$ cat src/rtl/lea_pkg.sv
package lea_pkg;
  typedef enum logic [1:0] {
    FORM_DISP  = 2'd0,
    FORM_WORD  = 2'd1,
    FORM_QUAD  = 2'd2,
    FORM_INDEX = 2'd3
  } lea_form_e;

  localparam int unsigned WORD_SCALE_BITS = 2;
  localparam int unsigned QUAD_SCALE_BITS = 4;
endpackage

$ cat src/rtl/lea_offset.sv
module lea_offset
  import lea_pkg::*;
#(
  parameter int unsigned XLEN  = 64,
  parameter int unsigned IMM_W = 16
) (
  input  logic [1:0]       form,
  input  logic [IMM_W-1:0] imm,
  input  logic [XLEN-1:0]  rb_val,
  output logic [XLEN-1:0]  off
);
  localparam int unsigned EXT_W = XLEN - IMM_W;
  localparam logic [IMM_W-1:0] WORD_MASK = ~IMM_W'((1 << WORD_SCALE_BITS) - 1);
  localparam logic [IMM_W-1:0] QUAD_MASK = ~IMM_W'((1 << QUAD_SCALE_BITS) - 1);

  logic [IMM_W-1:0] scaled;

  always_comb begin
    unique case (lea_form_e'(form))
      FORM_WORD: scaled = imm & WORD_MASK;
      FORM_QUAD: scaled = imm & QUAD_MASK;
      default:   scaled = imm;
    endcase
  end

  always_comb begin
    if (lea_form_e'(form) == FORM_INDEX) off = rb_val;
    else                                 off = {{EXT_W{scaled[IMM_W-1]}}, scaled};
  end
endmodule

$ cat src/rtl/lea_base.sv
module lea_base #(
  parameter int unsigned XLEN  = 64,
  parameter int unsigned IDX_W = 5
) (
  input  logic             upd,
  input  logic [IDX_W-1:0] ra_idx,
  input  logic [IDX_W-1:0] rt_idx,
  input  logic [XLEN-1:0]  ra_val,
  output logic [XLEN-1:0]  base,
  output logic             bad
);
  logic ra_zero;

  always_comb begin
    ra_zero = (ra_idx == '0);
    base    = (upd || !ra_zero) ? ra_val : '0;
    bad     = upd && (ra_zero || (ra_idx == rt_idx));
  end
endmodule

$ cat src/rtl/lea_add.sv
module lea_add #(
  parameter int unsigned XLEN = 64
) (
  input  logic [XLEN-1:0] a,
  input  logic [XLEN-1:0] b,
  output logic [XLEN-1:0] sum
);
  always_comb sum = a + b;
endmodule

$ cat src/rtl/lea_gen.sv
module lea_gen #(
  parameter int unsigned XLEN    = 64,
  parameter int unsigned IDX_W   = 5,
  parameter int unsigned IMM_W   = 16,
  parameter bit          OUT_REG = 1'b1
) (
  input  logic             clk,
  input  logic             rst_n,
  input  logic             in_valid,
  input  logic [XLEN-1:0]  ra_val,
  input  logic [XLEN-1:0]  rb_val,
  input  logic [IDX_W-1:0] ra_idx,
  input  logic [IDX_W-1:0] rt_idx,
  input  logic [1:0]       form,
  input  logic             upd,
  input  logic [IMM_W-1:0] imm,
  output logic             out_valid,
  output logic [XLEN-1:0]  ea,
  output logic             wb_en,
  output logic [XLEN-1:0]  wb_val,
  output logic             bad_form
);
  logic [XLEN-1:0] base_c, off_c, ea_c;
  logic            bad_c, wb_c, badv_c;

  lea_base #(.XLEN(XLEN), .IDX_W(IDX_W)) u_base (
    .upd(upd), .ra_idx(ra_idx), .rt_idx(rt_idx), .ra_val(ra_val),
    .base(base_c), .bad(bad_c)
  );

  lea_offset #(.XLEN(XLEN), .IMM_W(IMM_W)) u_off (
    .form(form), .imm(imm), .rb_val(rb_val), .off(off_c)
  );

  lea_add #(.XLEN(XLEN)) u_add (.a(base_c), .b(off_c), .sum(ea_c));

  always_comb begin
    badv_c = in_valid && bad_c;
    wb_c   = in_valid && upd && !bad_c;
  end

  generate
    if (OUT_REG) begin : g_reg
      logic            vld_q, wb_q, bad_q, vld_d, wb_d, bad_d;
      logic [XLEN-1:0] ea_q, wbv_q, ea_d, wbv_d;

      always_comb begin
        vld_d = in_valid;
        wb_d  = wb_c;
        bad_d = badv_c;
        ea_d  = in_valid ? ea_c : ea_q;
        wbv_d = wb_c ? ea_c : wbv_q;
      end

      always_ff @(posedge clk or negedge rst_n) begin
        if (!rst_n) begin
          vld_q <= 1'b0;
          wb_q  <= 1'b0;
          bad_q <= 1'b0;
        end else begin
          vld_q <= vld_d;
          wb_q  <= wb_d;
          bad_q <= bad_d;
        end
      end

      always_ff @(posedge clk) begin
        ea_q  <= ea_d;
        wbv_q <= wbv_d;
      end

      always_comb begin
        out_valid = vld_q;
        wb_en     = wb_q;
        bad_form  = bad_q;
        ea        = ea_q;
        wb_val    = wbv_q;
      end
    end else begin : g_comb
      always_comb begin
        out_valid = in_valid;
        wb_en     = wb_c;
        bad_form  = badv_c;
        ea        = ea_c;
        wb_val    = ea_c;
      end
    end
  endgenerate
endmodule

$ cat config.mk
export PLATFORM = sky130hd
export DESIGN_NAME = lea_gen
export DESIGN_NICKNAME = d
export VERILOG_FILES = /design/src/rtl/lea_pkg.sv /design/src/rtl/lea_offset.sv /design/src/rtl/lea_base.sv /design/src/rtl/lea_add.sv /design/src/rtl/lea_gen.sv
export SDC_FILE = /design/constraint.sdc
export NUM_CORES = 1
export LEC_CHECK = 0
export CORE_ASPECT_RATIO = 2
export CORE_UTILIZATION = 48
export DETAILED_ROUTE_END_ITERATION = 10
export PLACE_DENSITY = 0.91
export SLEW_MARGIN = 0
export SYNTH_ARGS = -nofsm -noshare
export SYNTH_HDL_FRONTEND = slang
export SYNTH_HIERARCHICAL = 1
export SYNTH_SLANG_ARGS = --single-unit
$ cat constraint.sdc
create_clock -name clk -period 0.8 [get_ports clk]
set_input_delay 0.16 -clock clk [delete_from_list [all_inputs] [get_ports clk]]
set_output_delay 0.16 -clock clk [all_outputs]
set_load 0.03 [all_outputs]
==> results.md, run 1 <==
Synthesis:
- The most frequently used flop master after synthesis is sky130_fd_sc_hd__edfxtp_1.
- The number of different library cells in the post-synthesis netlist is 75.
- The dominant cell type by area after synthesis is sky130_fd_sc_hd__edfxtp_1.
- The fraction of registers with async set or reset after synthesis is 2.29%.
- The share of synthesized area in the top cell type comes to 42.1%.
- Ranked by total cell area, the synthesized netlist is headed by sky130_fd_sc_hd__edfxtp_1, sky130_fd_sc_hd__ha_1, sky130_fd_sc_hd__nand2_1, sky130_fd_sc_hd__a21oi_1, sky130_fd_sc_hd__xnor2_1.
- The commonest cells after synthesis are sky130_fd_sc_hd__nand2_1, sky130_fd_sc_hd__edfxtp_1, sky130_fd_sc_hd__a21oi_1, sky130_fd_sc_hd__ha_1, sky130_fd_sc_hd__nor2_1.
- Yosys instantiated no cell more often than sky130_fd_sc_hd__nand2_1.
- The Yosys step of the flow raised 6 warnings.
- The total standard cell area after synthesis is 9120 µm².
- Yosys mapped a number of flops with a built-in enable equal to 128.
- The number of synthesized register bits is 131.
- Counting every net in the synthesized netlist gives 1165.
- The synthesized area divided by synthesized cell count is 9.72 µm².
- The post-synthesis instance total is 939.
- Summing the sequential cell areas from Yosys gives 43.0% of the chip area.

Outcome:
- Progress stopped at 5_1_grt.
- The flow did not finish.
- The first error in the log reads "[ERROR GRT-0232] Routing congestion too high. Check the congestion heatmap in the GUI".

STA:
- The kind of the worst endpoint is a register data pin.
- The worst endpoint after global-route timing repair is wb_val[56]$_DFFE_PP_/D.

Global routing:
- The total track usage is 65.5%.
- The aggregate global routing overflow is 10.
- The largest net degree at the start of global routing is 42.

Place:
- The count of buffers inserted at the top-level ports is 290.
- The wire-length estimate of the detail-placed layout is 28400 µm.
- Before CTS, the worst setup slack after placement is -3.61 ns.
- Once placement finished, the instance area stood at 14400 µm².
- At the end of routability-driven placement, the weighted congestion stood at 1.08.

Floorplanning:
- The floorplan has 71 rows.
- The horizontal extent of the die is 99.5 µm.
- In this run the count of I/O pins placed on the die edge is 291.
- The die is 197 µm tall.
- The starting density of the core is 48.7%.

CTS:
- The number of levels in the clock H-tree is 4.
- In this run, CTS created clock tree buffers numbering 17.
- The master cell of the clock root buffer is sky130_fd_sc_hd__clkbuf_16.
- CTS saw 131 sinks.
- The longest clock path from root to sink contains 2 buffers.
==> repair_timing <==
action / 4_1_cts
endpoints found under the hold margin: 3
pin swaps: 61
endpoints found under the setup margin: 325
gates cloned: 0
setup buffers: 21
hold buffers: 1
resized for setup: 140
==> kinds of logic after synthesis <==
kind of cell	count (synthesis)	synth area share (%)
xor gates and xnor gates	65	6.24
buffers and inverters	56	3.06
DFF	131	43.0
and+or+nand+nor	383	21.2
AOI/OAI and AO/OA	226	15.9
muxes	12	1.48
adders and majority gates	66	9.13
==> through the flow <==
step	std cells	hold slack [ns]	TNS, ns
CTS	1749	0.116	-387.58
floorplan	939	-0.136	-378.90
global placement	1698	0.345	-512.67
detailed placement	1698	0.354	-527.19
==> metal layers <==
metal | overflow | global-route usage, %
met5 | 0 | 21.2
met4 | 2 | 68.0
met3 | 0 | 44.0
met2 | 8 | 88.7
met1 | 0 | 61.5
==> run 2, diff against run 1 <==
- CORE_ASPECT_RATIO: 2 -> not set
- CORE_UTILIZATION: 48 -> 35
- PLACE_DENSITY: 0.91 -> not set
- PLACE_DENSITY_LB_ADDON: not set -> 0.15
==> run 2 against run 1 <==
Compared with the run above: the flow now finishes, with violations (negative setup slack); synthesized cell count unchanged; area after synthesis unchanged.
==> results.md, run 2 <==
Routing:
- The first routing iteration left 548 violations.
- The number of DRC violations after detailed routing is 0.
- Dividing the detail-routed via count by the number of cells gives 4.99.
- The routed wire length is 33800 µm.
- The first detailed-routing pass took 5 iterations.
- The post-detailed-route wirelength per cell is 18.2 µm.
- In this run the remaining antenna-violating nets after routing total 0.
- The via count is 9294.

STA:
- The slew at the pin with the worst max-slew slack is 0.455 ns.
- The final count of negative-setup-slack endpoints is 325.
- In the final timing run, aggregate negative setup slack is -404.33 ns.
- The smallest clock period supported by the final layout is computed as 3.74 ns.
- The count of final hold-check violations was 0.
- The max-slew violation count is 0.
- The relative max-transition margin is 69.3%.
- The maximum frequency from static timing analysis is 0.267 GHz.
- Setup repair after global routing could not meet its margin everywhere.
- The portion of the clock cycle consumed by the worst path in the final layout is 468%.
- The post-layout worst setup margin is -2.94 ns.

Final layout:
- The layout overhead on the synthesized area is 79.7%.
- In the layout the commonest cells are sky130_fd_sc_hd__buf_4, sky130_fd_sc_hd__nand2_1, sky130_fd_sc_hd__clkdlybuf4s50_1.
- The post-layout net count is 1745.
- After routing the design area is 16400 µm².
- Leaving out fill and tap cells, the most frequent cell in the layout is sky130_fd_sc_hd__buf_4.
- The share of cells above drive strength 1 is 44.7%.

Synthesis:
- The count of yosys warnings during synthesis was 6 (unchanged).
- The fraction of registers with async set or reset after synthesis is 2.29% (unchanged).
- The most common cell in the synthesized netlist is sky130_fd_sc_hd__nand2_1.
- The total nets after synthesis is 1165 (unchanged).
- The number of synthesized register bits is 131 (unchanged).
- The sequential element share of the synthesized area is 43.0% (unchanged).
- The number of different library cells in the post-synthesis netlist is 75 (unchanged).
- The synthesized area divided by synthesized cell count is 9.72 µm² (unchanged).
- The post-synthesis instance total is 939 (unchanged).
- The most used flip-flop cell after synthesis is sky130_fd_sc_hd__edfxtp_1.
- Ranked by total cell area, the synthesized netlist is headed by sky130_fd_sc_hd__edfxtp_1, sky130_fd_sc_hd__ha_1, sky130_fd_sc_hd__nand2_1, sky130_fd_sc_hd__a21oi_1, sky130_fd_sc_hd__xnor2_1.
- Counting instances in the post-synthesis netlist gives the leading cell types as sky130_fd_sc_hd__nand2_1, sky130_fd_sc_hd__edfxtp_1, sky130_fd_sc_hd__a21oi_1, sky130_fd_sc_hd__ha_1, sky130_fd_sc_hd__nor2_1.
- The number of enable-type register cells in the synthesized netlist was 128 (unchanged).
- The total standard cell area after synthesis was 9120 µm² (unchanged).
- The portion of synthesized cell area occupied by the leading cell type is 42.1% (unchanged).
- The dominant cell type by area after synthesis is sky130_fd_sc_hd__edfxtp_1.

Global routing:
- For this run the aggregate overflow at the end of global routing stands at 0.
- Entering global routing, the biggest net connects 37 pins.
- The total track usage is 25.5%.
- The first global-routing pass estimated 51700 µm of wire.
- The number of global-route vias before repair is 9684.
- The initial antenna violation count is 1.

Place:
- The routability congestion estimate is 0.924 (-14%).
- The count of buffers inserted at the top-level ports is 290 (unchanged).
- The HPWL after detailed placement came to 25700 µm (-9.5%).
- The cell area after placement came to 14100 µm² (-2.1%).

Critical path:
- For this run, the slowest stage of the critical path takes 0.55 ns.
- The critical path contains buffers and inverters numbering 3 combined.
- The required time reported for the critical path endpoint is 0.96 ns.
- The type of the worst setup path is in2reg.
- STA classifies the critical path startpoint as an input pin.
- The largest delay contributor family on the critical path is simple AND/OR/NAND/NOR gates.
- The highest net fanout along the worst path is 3.
- The endpoint class of the critical path is a flip-flop.
- The signal on the critical path passes through buf_6 -> or4_4 -> nor3_4 -> buf_12 -> and2b_2 -> ha_4 -> fa_2 -> a21o_1 -> a221oi_2 -> a21oi_2 -> buf_4 -> o21ai_4 -> o21ai_4 -> a21bo_1 -> or4_4 -> a21bo_1 -> o311a_1.
- At the worst endpoint, the arrival time is 3.90 ns.
- The highest-delay cell along the critical path is sky130_fd_sc_hd__or4_4.

CTS:
- TritonCTS built the clock tree.
- The number of levels in the clock H-tree is 4 (unchanged).
- The CTS sink count is 131 (unchanged).
- The number of CTS-inserted buffers came to 17 (unchanged).
- Clock-pin slew was measured on the worst setup and hold paths at 0.06 ns.
- The master cell of the clock root buffer is sky130_fd_sc_hd__clkbuf_16.
- The buffer levels on the longest clock path is 2 (unchanged).

Pwr:
- Power spread over the standard cell area amounts to 1990 nW/µm².
- The completed layout was analyzed and its total power is 32600 µW.
- The worst ir drop on vdd is 1.20 mV.
- Summed over all cells, the static leakage comes to 0.00701 µW.

Floorplanning:
- The area of the core region is 25400 µm².
- The standard-cell row count is 58 (-18%).
- The total I/O pin count is 291 (unchanged).
- The die height came to 163 µm (-17%).
- The floorplan step defined a die boundary enclosing 26700 µm².
- The starting density of the core is 35.9% (-13 points).
- The horizontal extent of the die is 163 µm (+64%).

Outcome:
- The final reports fail on negative setup slack.
- The run finished, with violations left.

Flow run:
- The max-cap check violation count is 0.

Hold path:
- The path class of the tightest hold or removal check is in2reg.
-- run 2: cell counts after synthesis --
Identical to the previous run, type by type.
-- run 2: path summary, 6_finish.rpt --
check | startpoint | endpoint | slack [ns] | cells past startpoint
min in group asynchronous | rst_n | bad_form | 0.47 | 2
max in group asynchronous | rst_n | out_valid | 0.17 | 2
worst max-delay path | ra_idx[2] | wb_val[56] | -2.94 | 17
worst min-delay path | in_valid | ea[32] | 0.11 | 2
-- run 2: cell families (layout without fill, tap and decap cells) --
kind of cell	count (synthesis)	after routing	synth area share (%)
AOI/OAI and AO/OA	226	226	15.9
xor gates and xnor gates	65	65	6.24
adders and majority gates	66	66	9.13
buffers and inverters	56	648	3.06
DFF	131	131	43.0
muxes	12	12	1.48
other	0	1	0
and+or+nand+nor	383	383	21.2
-- run 2: report_power, final --
part,switching [µW],internal (µW),total [µW]
clock,3170,4880,8050
sequential,380,9220,9600
combinational,7820,7110,14900
total,11400,21200,32600
-- run 2: timing repair --
action                                  in CTS  in global routing
pin swaps                                   86                 31
endpoints found under the setup margin     325                325
hold buffers                                 1                  0
gates resized for setup                    208                 39
buffers inserted                            40                 15
gates cloned                                 4                  0
endpoints found under the hold margin        3                  0
-- run 2: area by class of cell --
cell class                 instances  area (µm²)
clock inverter                    13         161
antenna                            1        2.50
inverter                          11        41.3
tap                              330         413
fill                            2082        9000
clock buffer                      18         429
timing repair buffer             606        5420
sequential                       131        3920
multi-input combinational        752        6010
-- run 2: per-layer routing --
metal	vias to the layer above	routed length (µm)	GRT usage (%)
met5	-	0	0
met4	0	585	7.45
met3	38	1880	3.86
met2	290	16800	44.6
met1	4405	14500	32.2
li1	4561	-	-
-- run 2: stage by stage --
step | utilization (%) | setup slack [ns] | hold WS (ns) | cells
2_1_floorplan | - | -3.07 | -0.136 | 939
6_report | 64.6 | -2.94 | 0.114 | 1862
5_1_grt | 64.6 | -3.06 | 0.103 | 1862
4_1_cts | 63.4 | -2.94 | 0.108 | 1848
3_5_place_dp | 55.7 | -3.81 | 0.367 | 1777
3_3_place_gp | 55.7 | -3.68 | 0.365 | 1777
Note: power is estimated with default switching activity, not from simulation.
